===== config.mk =====
export PLATFORM = sky130hd
export DESIGN_NAME = wdog_top
export DESIGN_NICKNAME = d
export VERILOG_FILES = /design/src/rtl/wdog_pkg.sv /design/src/rtl/wdog_tick_gen.sv /design/src/rtl/wdog_seq_det.sv /design/src/rtl/wdog_timebase.sv /design/src/rtl/wdog_top.sv
export SDC_FILE = /design/constraint.sdc
export NUM_CORES = 1
export LEC_CHECK = 0
export BUFFER_PORTS_ARGS = -buffer_cell sky130_fd_sc_hd__buf_2
export CORE_ASPECT_RATIO = 0.5
export CORE_MARGIN = 2
export CORE_UTILIZATION = 45
export CTS_CLUSTER_SIZE = 16
export DETAILED_ROUTE_END_ITERATION = 7
export GPL_ROUTABILITY_DRIVEN = 0
export PLACE_DENSITY = 0.65
export SYNTH_ARGS = -nofsm -noshare
export SYNTH_HDL_FRONTEND = slang
export SYNTH_HIERARCHICAL = 1
export SYNTH_SLANG_ARGS = --single-unit

===== constraint.sdc =====
create_clock -name clk -period 7.78 [get_ports clk]
set_input_delay 1.556 -clock clk [delete_from_list [all_inputs] [get_ports clk]]
set_output_delay 1.556 -clock clk [all_outputs]
set_load 0.02 [all_outputs]

===== src/rtl/wdog_pkg.sv =====
package wdog_pkg;
    localparam logic [7:0] SEQ_ARM  = 8'h1E;
    localparam logic [7:0] SEQ_FIRE = 8'hE1;

    typedef enum logic [1:0] {
        ST_OFF   = 2'd0,
        ST_RUN   = 2'd1,
        ST_PULSE = 2'd2
    } wd_state_e;
endpackage


===== src/rtl/wdog_tick_gen.sv =====
module wdog_tick_gen (
    input  logic clk,
    input  logic rst_n,
    input  logic flush,
    input  logic run,
    input  logic half_rate,
    output logic tick
);
    typedef struct packed {
        logic phase;
    } tick_st_t;

    tick_st_t st_d, st_q;

    assign tick = run & (~half_rate | st_q.phase);

    always_comb begin
        st_d = st_q;
        if (flush) begin
            st_d.phase = 1'b0;
        end else if (run) begin
            st_d.phase = ~st_q.phase;
        end else begin
            st_d.phase = 1'b0;
        end
    end

    always_ff @(posedge clk or negedge rst_n) begin
        if (!rst_n) st_q <= '0;
        else        st_q <= st_d;
    end
endmodule


===== src/rtl/wdog_seq_det.sv =====
module wdog_seq_det
    import wdog_pkg::*;
(
    input  logic       clk,
    input  logic       rst_n,
    input  logic       clear,
    input  logic       wr_en,
    input  logic       wr_sel,
    input  logic [7:0] wr_data,
    output logic       service
);
    typedef struct packed {
        logic armed;
    } seq_st_t;

    seq_st_t st_d, st_q;
    logic    svc_wr;

    assign svc_wr  = wr_en & wr_sel;
    assign service = svc_wr & (wr_data == SEQ_FIRE) & st_q.armed;

    always_comb begin
        st_d = st_q;
        if (clear) begin
            st_d.armed = 1'b0;
        end else if (svc_wr) begin
            st_d.armed = (wr_data == SEQ_ARM);
        end
    end

    always_ff @(posedge clk or negedge rst_n) begin
        if (!rst_n) st_q <= '0;
        else        st_q <= st_d;
    end
endmodule


===== src/rtl/wdog_timebase.sv =====
module wdog_timebase #(
    parameter int PRE_W = 14,
    parameter int WTO_W = 3
) (
    input  logic             clk,
    input  logic             rst_n,
    input  logic             flush,
    input  logic             run,
    input  logic             tick,
    input  logic [WTO_W-1:0] wto,
    output logic             expire
);
    localparam int CNT_W = (1 << WTO_W) - 1;

    typedef struct packed {
        logic [PRE_W-1:0] pre;
        logic [CNT_W-1:0] cnt;
    } tb_st_t;

    tb_st_t           st_d, st_q;
    logic [CNT_W-1:0] limit;
    logic             pre_wrap;
    logic             at_limit;

    assign limit    = ~({CNT_W{1'b1}} << wto);
    assign pre_wrap = &st_q.pre;
    assign at_limit = (st_q.cnt == limit);
    assign expire   = run & tick & pre_wrap & at_limit;

    always_comb begin
        st_d = st_q;
        if (flush) begin
            st_d = '0;
        end else if (run && tick) begin
            st_d.pre = st_q.pre + 1'b1;
            if (pre_wrap && !at_limit) begin
                st_d.cnt = st_q.cnt + 1'b1;
            end
        end
    end

    always_ff @(posedge clk or negedge rst_n) begin
        if (!rst_n) st_q <= '0;
        else        st_q <= st_d;
    end
endmodule


===== src/rtl/wdog_top.sv =====
module wdog_top
    import wdog_pkg::*;
#(
    parameter int PRE_W     = 14,
    parameter int WTO_W     = 3,
    parameter int PULSE_LEN = 96
) (
    input  logic       clk,
    input  logic       rst_n,
    input  logic       wr_en,
    input  logic       wr_sel,
    input  logic [7:0] wr_data,
    input  logic       half_sel,
    input  logic       x2_mode,
    output logic       wdt_reset
);
    localparam int PCNT_W = $clog2(PULSE_LEN);

    typedef struct packed {
        wd_state_e         state;
        logic [PCNT_W-1:0] pcnt;
        logic [WTO_W-1:0]  prog;
        logic [WTO_W-1:0]  wto_act;
    } top_st_t;

    top_st_t st_d, st_q;
    wd_state_e state_q;

    logic wr_ok;
    logic service;
    logic expire;
    logic tick;
    logic run;
    logic pulse_end;
    logic flush;
    logic half_rate;

    assign state_q   = st_q.state;
    assign wr_ok     = wr_en & (st_q.state != ST_PULSE);
    assign run       = (st_q.state == ST_RUN);
    assign pulse_end = (st_q.state == ST_PULSE) && (st_q.pcnt == '0);
    assign flush     = service | pulse_end;
    assign half_rate = half_sel | ~x2_mode;
    assign wdt_reset = (st_q.state == ST_PULSE);

    wdog_seq_det u_seq (
        .clk     (clk),
        .rst_n   (rst_n),
        .clear   (pulse_end),
        .wr_en   (wr_ok),
        .wr_sel  (wr_sel),
        .wr_data (wr_data),
        .service (service)
    );

    wdog_tick_gen u_tick (
        .clk       (clk),
        .rst_n     (rst_n),
        .flush     (flush),
        .run       (run),
        .half_rate (half_rate),
        .tick      (tick)
    );

    wdog_timebase #(
        .PRE_W (PRE_W),
        .WTO_W (WTO_W)
    ) u_tb (
        .clk    (clk),
        .rst_n  (rst_n),
        .flush  (flush),
        .run    (run),
        .tick   (tick),
        .wto    (st_q.wto_act),
        .expire (expire)
    );

    always_comb begin
        st_d = st_q;
        if (wr_ok && !wr_sel) begin
            st_d.prog = wr_data[WTO_W-1:0];
        end
        case (st_q.state)
            ST_OFF: begin
                if (service) begin
                    st_d.state   = ST_RUN;
                    st_d.wto_act = st_q.prog;
                end
            end
            ST_RUN: begin
                if (service) begin
                    st_d.wto_act = st_q.prog;
                end else if (expire) begin
                    st_d.state = ST_PULSE;
                    st_d.pcnt  = PCNT_W'(PULSE_LEN - 1);
                end
            end
            ST_PULSE: begin
                if (st_q.pcnt == '0) begin
                    st_d = '0;
                end else begin
                    st_d.pcnt = st_q.pcnt - 1'b1;
                end
            end
            default: st_d = '0;
        endcase
    end

    always_ff @(posedge clk or negedge rst_n) begin
        if (!rst_n) st_q <= '0;
        else        st_q <= st_d;
    end
endmodule


# Word-level counts from Yosys, hierarchy flattened

Cells that the tools add are included.

Flip-flop bits (word level): 38
Latch bits: 0
Bits in writable memories: 0
Bits in read-only memories: 0
Input port bits: 14
Output and inout bits: 1
Logic and storage cells: 75
Memories kept: 0

$add $sub $neg: 3
Multiply operators: 0
Divide/modulo/power cells: 0
$lt $le $gt $ge: 0
Equal/unequal tests: 11
Shifts and indexed selects: 1
Multiplexer cells: 19
Bitwise operators: 16
Reductions and logical operators: 17

Operators with widths:

| cell                                                 | count |
|---|---|
| two-way mux 21 bit                                   | 2 |
| case mux 7 bit (3 select lines)                      | 1 |
| two-way mux 9 bit                                    | 2 |
| adder 14 x 1 -> 14 bit (second input constant)       | 1 |
| two-way mux 7 bit                                    | 2 |
| AND reduction 14 bit                                 | 1 |
| case mux 3 bit (2 select lines)                      | 2 |
| AND 1 bit                                            | 8 |
| equality test 8 x 5 -> 1 bit (second input constant) | 1 |
| equality test 8 bit (second input constant)          | 1 |
| inequality test 2 bit (second input constant)        | 4 |
| adder 7 x 1 -> 7 bit (second input constant)         | 1 |
| equality test 7 bit                                  | 1 |
| zero test 7 bit                                      | 1 |
| inverter 7 bit                                       | 1 |
| << shifter 7 x 3 -> 7 bit (first input constant)     | 1 |
| subtractor 7 x 1 -> 7 bit (second input constant)    | 1 |
| two-way mux 3 bit                                    | 2 |
| two-way mux 6 bit                                    | 1 |
| case mux 2 bit (3 select lines)                      | 1 |
| nonzero test 2 bit                                   | 3 |
| logical AND 1 bit                                    | 4 |
| two-way mux 1 bit                                    | 4 |
| two-way mux 2 bit                                    | 2 |
| 11 further kinds                                     | 19 |

# Longest topological paths before layout

Depth in word-level cells: 11
Mapped depth: 12
Depth with buffers taken out: 11

# Hierarchy

The synthesis kept the hierarchy.

By module, submodules not included:

| module        | times used | cells each | area each (µm²) | sequential area each (µm²) |
|---|---|---|---|---|
| wdog_timebase | 1          | 145        | 1,397.6         | 525.5 |
| wdog_top      | 1          | 95         | 915.9           | 375.4 |
| wdog_seq_det  | 1          | 11         | 86.3            | 25.0 |
| wdog_tick_gen | 1          | 4          | 48.8            | 25.0 |

# Least setup slack after synthesis

Ideal clock, no wire load.

Path kind: input port to flip-flop
Start point: input half_sel
End point: register st_q[11] (netlist name)
Library setup time: 0.095 ns
Data arrival time: 3.512 ns
Required time: 7.685 ns
Slack: 4.172 ns
Stages on the path: 10
Buffers on the path: 1
Cell sequence: nand2b_1 -> a21boi_1 -> nand2_2 -> nor4_4 -> nand2_2 -> nor2_1 -> nand2b_1 -> clkbuf_1 -> a211o_1 -> o31ai_1

RTL lines:

| item               | line           | RTL |
|---|---|---|
| start: declaration | wdog_top.sv:13 | `input logic half_sel,` |

==> results.md <==
- In this run the count of I/O pins placed on the die edge is 15.
- The most used flip-flop cell after synthesis is sky130_fd_sc_hd__dfrtp_1.
- The placed instances occupy a cell area of 2560 um^2.
- The design draws 0.338 mW.
- The pin count of the biggest net entering global routing is 39.
- Using the TritonRoute via totals, the vias-per-cell ratio works out to 5.51.
- The initial core utilization is 48.1%.
- The sequential cell area in the final layout is 951 um^2.
- The number of distinct library cells after synthesis is 56.
- Summed over its instances, the top area cell type makes up 38.8% of the synthesized netlist area.
- The share of the clock period used by the worst path after layout is 47.1%.
- The multi-input logic area is 1410 um^2.
- The die is 56.2 um tall.
- The longest clock path from root to sink contains 2 buffers.
- The buffers inserted during post-CTS setup optimization is 0.
- On the final layout, the worst clock skew is 0.00617 ns.
- Sequential cells were found to cover 38.8% of the synthesized design area.
- For this run, global-route usage on met3 was measured as 4.33%.
- Yosys printed 6 warnings.
- The first-pass GRT wire length is 8250 um.
- The tool flagged a number of max-cap violations equal to 0.
- The signal on the critical path passes through buf_2 > nand2b_1 > a21boi_1 > nand2_2 > nor4_4 > nand2_2 > nor2_1 > nand2b_1 > a211o_1 > o31ai_1.
- The clock tree from TritonCTS is done.
- Buffers placed on the I/O ports in this run total 14.
- The die area is 6080 um^2.
- Post-CTS repair changed the size of 0 cells.
- The CTS buffer count is 5.
- The timing-limited maximum frequency is 273 MHz.
- The post-layout net count is 289.
- The number of nets still failing antenna checks after routing is 0.
- The biggest area contributor in the post-synthesis netlist is sky130_fd_sc_hd__dfrtp_1.
- The placement row count is 18.
- Headroom to the max-slew limit came out at 41.3%.
- The DRC violation count after routing is 0.
- In this run the power density over the cells is 128 nW/um^2.
- The count of flip-flops with a built-in enable after synthesis is 0.
- The first TritonRoute pass finished after 5 iterations.
- The setup path with the least slack is of type in2reg.
- The global-route congestion overflow total is 0.
- Yosys instantiated no cell more often than sky130_fd_sc_hd__dfrtp_1.
- The worst hold path belongs to the class reg2reg.
- Detailed routing inserted a total of 1856 vias.
- The worst path required time is 7.98 ns.
- At the pin with the least slew margin, the transition time is 0.880 ns.
- The slowest stage of the critical path is the sky130_fd_sc_hd__a211o_1 cell.
- The layout-stage area growth over the synthesis result is 7.61%.
- The hold slack is 0.447 ns.
- The cell class contributing the biggest share of worst-path delay is simple AND/OR/NAND/NOR gates.
- The time the final worst path needs with I/O delays and setup is 3.66 ns.
- The routed design has 4770 um of wire.
- The later pin in the worst-skew pair is clocked with a latency of 0.29 ns.
- The number of antenna violations at the first check in global routing is 0.
- The total non-filler cell area in the finished layout is 2640 um^2.
- After technology mapping, the gate count stands at 255.
- The run finished with clean final reports.
- The repair_antennas step left the layout with diodes totalling 0.
- Of all nets on the critical path, the largest fanout is 10.
- The number of hold-repair buffers added at the cts stage is 0.
- The kind of start point of the critical path is an input port.
- For this run, global-route usage on met2 was measured as 27.2%.
- Sorting the synthesized cells by area gives the leading types as sky130_fd_sc_hd__dfrtp_1 39%, sky130_fd_sc_hd__nor2_1 5.2%, sky130_fd_sc_hd__ha_1 4.1%.
- The setup-violating endpoint count in the final report is 0.
- The number of register bits inferred by synthesis is 38.
- The root cell of the clock tree is sky130_fd_sc_hd__clkbuf_8.
- The floorplan step defined a core boundary enclosing 5090 um^2.
- The total count of max-transition violations in the final report is 0.
- Once detailed placement completed, the half-perimeter wirelength came to 3330 um.
- STA classifies the critical path endpoint as a flip-flop.
- In the final routed layout, each cell accounts on average for 14.2 um.
- IR analysis of the VDD net gives a maximum drop of 0.0665 mV.
- The count of final hold-check violations is 0.
- The number of filler instances in the final layout is 485.
- The number of sinks driven by the clock tree is 38.
- In the synthesized netlist, the cells that appear most often are 38 x sky130_fd_sc_hd__dfrtp_1, 34 x sky130_fd_sc_hd__nor2_1, 19 x sky130_fd_sc_hd__nand2_1, 13 x sky130_fd_sc_hd__nand3_1, 12 x sky130_fd_sc_hd__a21oi_1.
- The via count of the first global-routing pass came to 1805.
- Adding up every negative setup slack in the final design gives 0 ns.
- Measured along the x axis, the die boundary spans 108 um.
- A synthesized cell averages 9.60 um^2.
- Data arrives at the worst endpoint at 3.86 ns.
- The synthesized netlist net count is 277.
- On the worst path, the slowest cell contributes a delay of 0.43 ns.
- The share of layout cells above drive strength 1 is 18.4%.
- The maximum level of the CTS H-tree is 2.
- The fraction of synthesis flops using an asynchronous set or reset pin is 100%.
- The number of DRC violations after detailed-routing iteration 0 is 76.
- The global router's overall resource usage is 17.1%.
- The busiest metal layer after global routing is met2.
- The total buffers and inverters traversed by the critical path is 1.
- The analysis attributes to cell leakage a power of 1.18 nW.
- The synthesized netlist occupies a cell area of 2450 um^2.
- The global routing met1 resource utilization is 23.3%.
- After clock tree synthesis, the clock-pin slew on the worst setup and hold paths is 0.07 ns.
- Setup repair after global routing left no endpoint under its margin.
[metrics by stage]
| step | setup WS [ns] | utilization, % | instances |
|---|---|---|---|
| 3_3_place_gp | 3.89 | 50.2 | 330 |
| 4_1_cts | 4.11 | 51.8 | 337 |
| 6_report | 4.12 | 51.8 | 337 |
| 2_1_floorplan | 4.17 | - | 255 |
| 5_1_grt | 3.81 | 51.8 | 337 |
| 3_5_place_dp | 3.81 | 50.2 | 330 |
[where the power goes]
group          total [mW]  internal (mW)  switching, mW
Combinational     0.00914        0.00316        0.00598
Sequential          0.198          0.198       0.000383
Clock               0.130         0.0602         0.0700
[state kept, by name, indices dropped and copies added, names as in the netlist]
signal / cells
u_seq/st_q: 1
state_q: 2
u_tick/st_q: 1
u_tb/st_q: 21
st_q: 13
[metal layers]
layer / vias to the layer above / wire [um]
met3: 5 / 191
li1: 925 / -
met1: 895 / 2380
met5: - / 0
met4: 0 / 35
met2: 31 / 2170
[final timing paths]
check                           slack, ns           end  cells after the start         from
worst max-delay path                 4.12      st_q[11]                     10     half_sel
min in group asynchronous            1.38      st_q[10]                      1        rst_n
max in group asynchronous            5.84  u_tb/st_q[3]                      1        rst_n
worst min-delay path                 0.45   u_tick/st_q                      1  u_tick/st_q
worst min register to register       0.45   u_tick/st_q                      1  u_tick/st_q
worst max register to register       4.49      st_q[11]                     10   state_q[1]
[logic make-up (layout without fill, tap and decap cells)]
kind of cell | count (synthesis) | count (layout) | share of synthesized area (%)
and+or+nand+nor | 114 | 114 | 25.3
xor gates and xnor gates | 16 | 16 | 5.72
muxes | 11 | 11 | 5.42
DFF | 38 | 38 | 38.8
AOI/OAI and AO/OA | 49 | 49 | 17.0
adders and majority gates | 8 | 8 | 4.09
buffers and inverters | 19 | 31 | 3.58
[worst register-to-register path, delay by kind of cell (launching register included)]
kind / cells / cell delay, ns
flops: 1 / 0.42
compound gates: 3 / 1.09
simple gates: 5 / 1.08
buf+inv: 1 / 0.11
fa+ha+maj: 1 / 0.48
[final cells by class]
cell class	instances	share of cell area, %
Tap cell	70	3.32
Inverter	10	1.42
Clock buffer	5	2.61
Multi-Input combinational cell	198	53.5
Sequential cell	38	36.1
Timing Repair Buffer	14	2.66
Clock inverter	2	0.380
[cells in the final DEF, fill, tap and decap left out, types with 3 or more instances in the layout]
master,instances
sky130_fd_sc_hd__a211oi_2,3
sky130_fd_sc_hd__a21oi_1,12
sky130_fd_sc_hd__a21oi_2,3
sky130_fd_sc_hd__a22o_1,3
sky130_fd_sc_hd__and3_1,6
sky130_fd_sc_hd__buf_2,14
sky130_fd_sc_hd__clkbuf_8,5
sky130_fd_sc_hd__dfrtp_1,38
sky130_fd_sc_hd__ha_1,8
sky130_fd_sc_hd__inv_1,9
sky130_fd_sc_hd__mux2_4,4
sky130_fd_sc_hd__mux2i_1,5
sky130_fd_sc_hd__nand2_1,19
sky130_fd_sc_hd__nand2b_1,5
sky130_fd_sc_hd__nand3_1,13
sky130_fd_sc_hd__nand3b_1,3
sky130_fd_sc_hd__nand4_1,4
sky130_fd_sc_hd__nor2_1,34
sky130_fd_sc_hd__nor2b_1,10
sky130_fd_sc_hd__nor3_1,3
sky130_fd_sc_hd__o21ai_0,6
sky130_fd_sc_hd__o221ai_1,5
sky130_fd_sc_hd__xnor2_1,5
sky130_fd_sc_hd__xor2_1,11
Note: power is estimated with default switching activity, not from simulation.
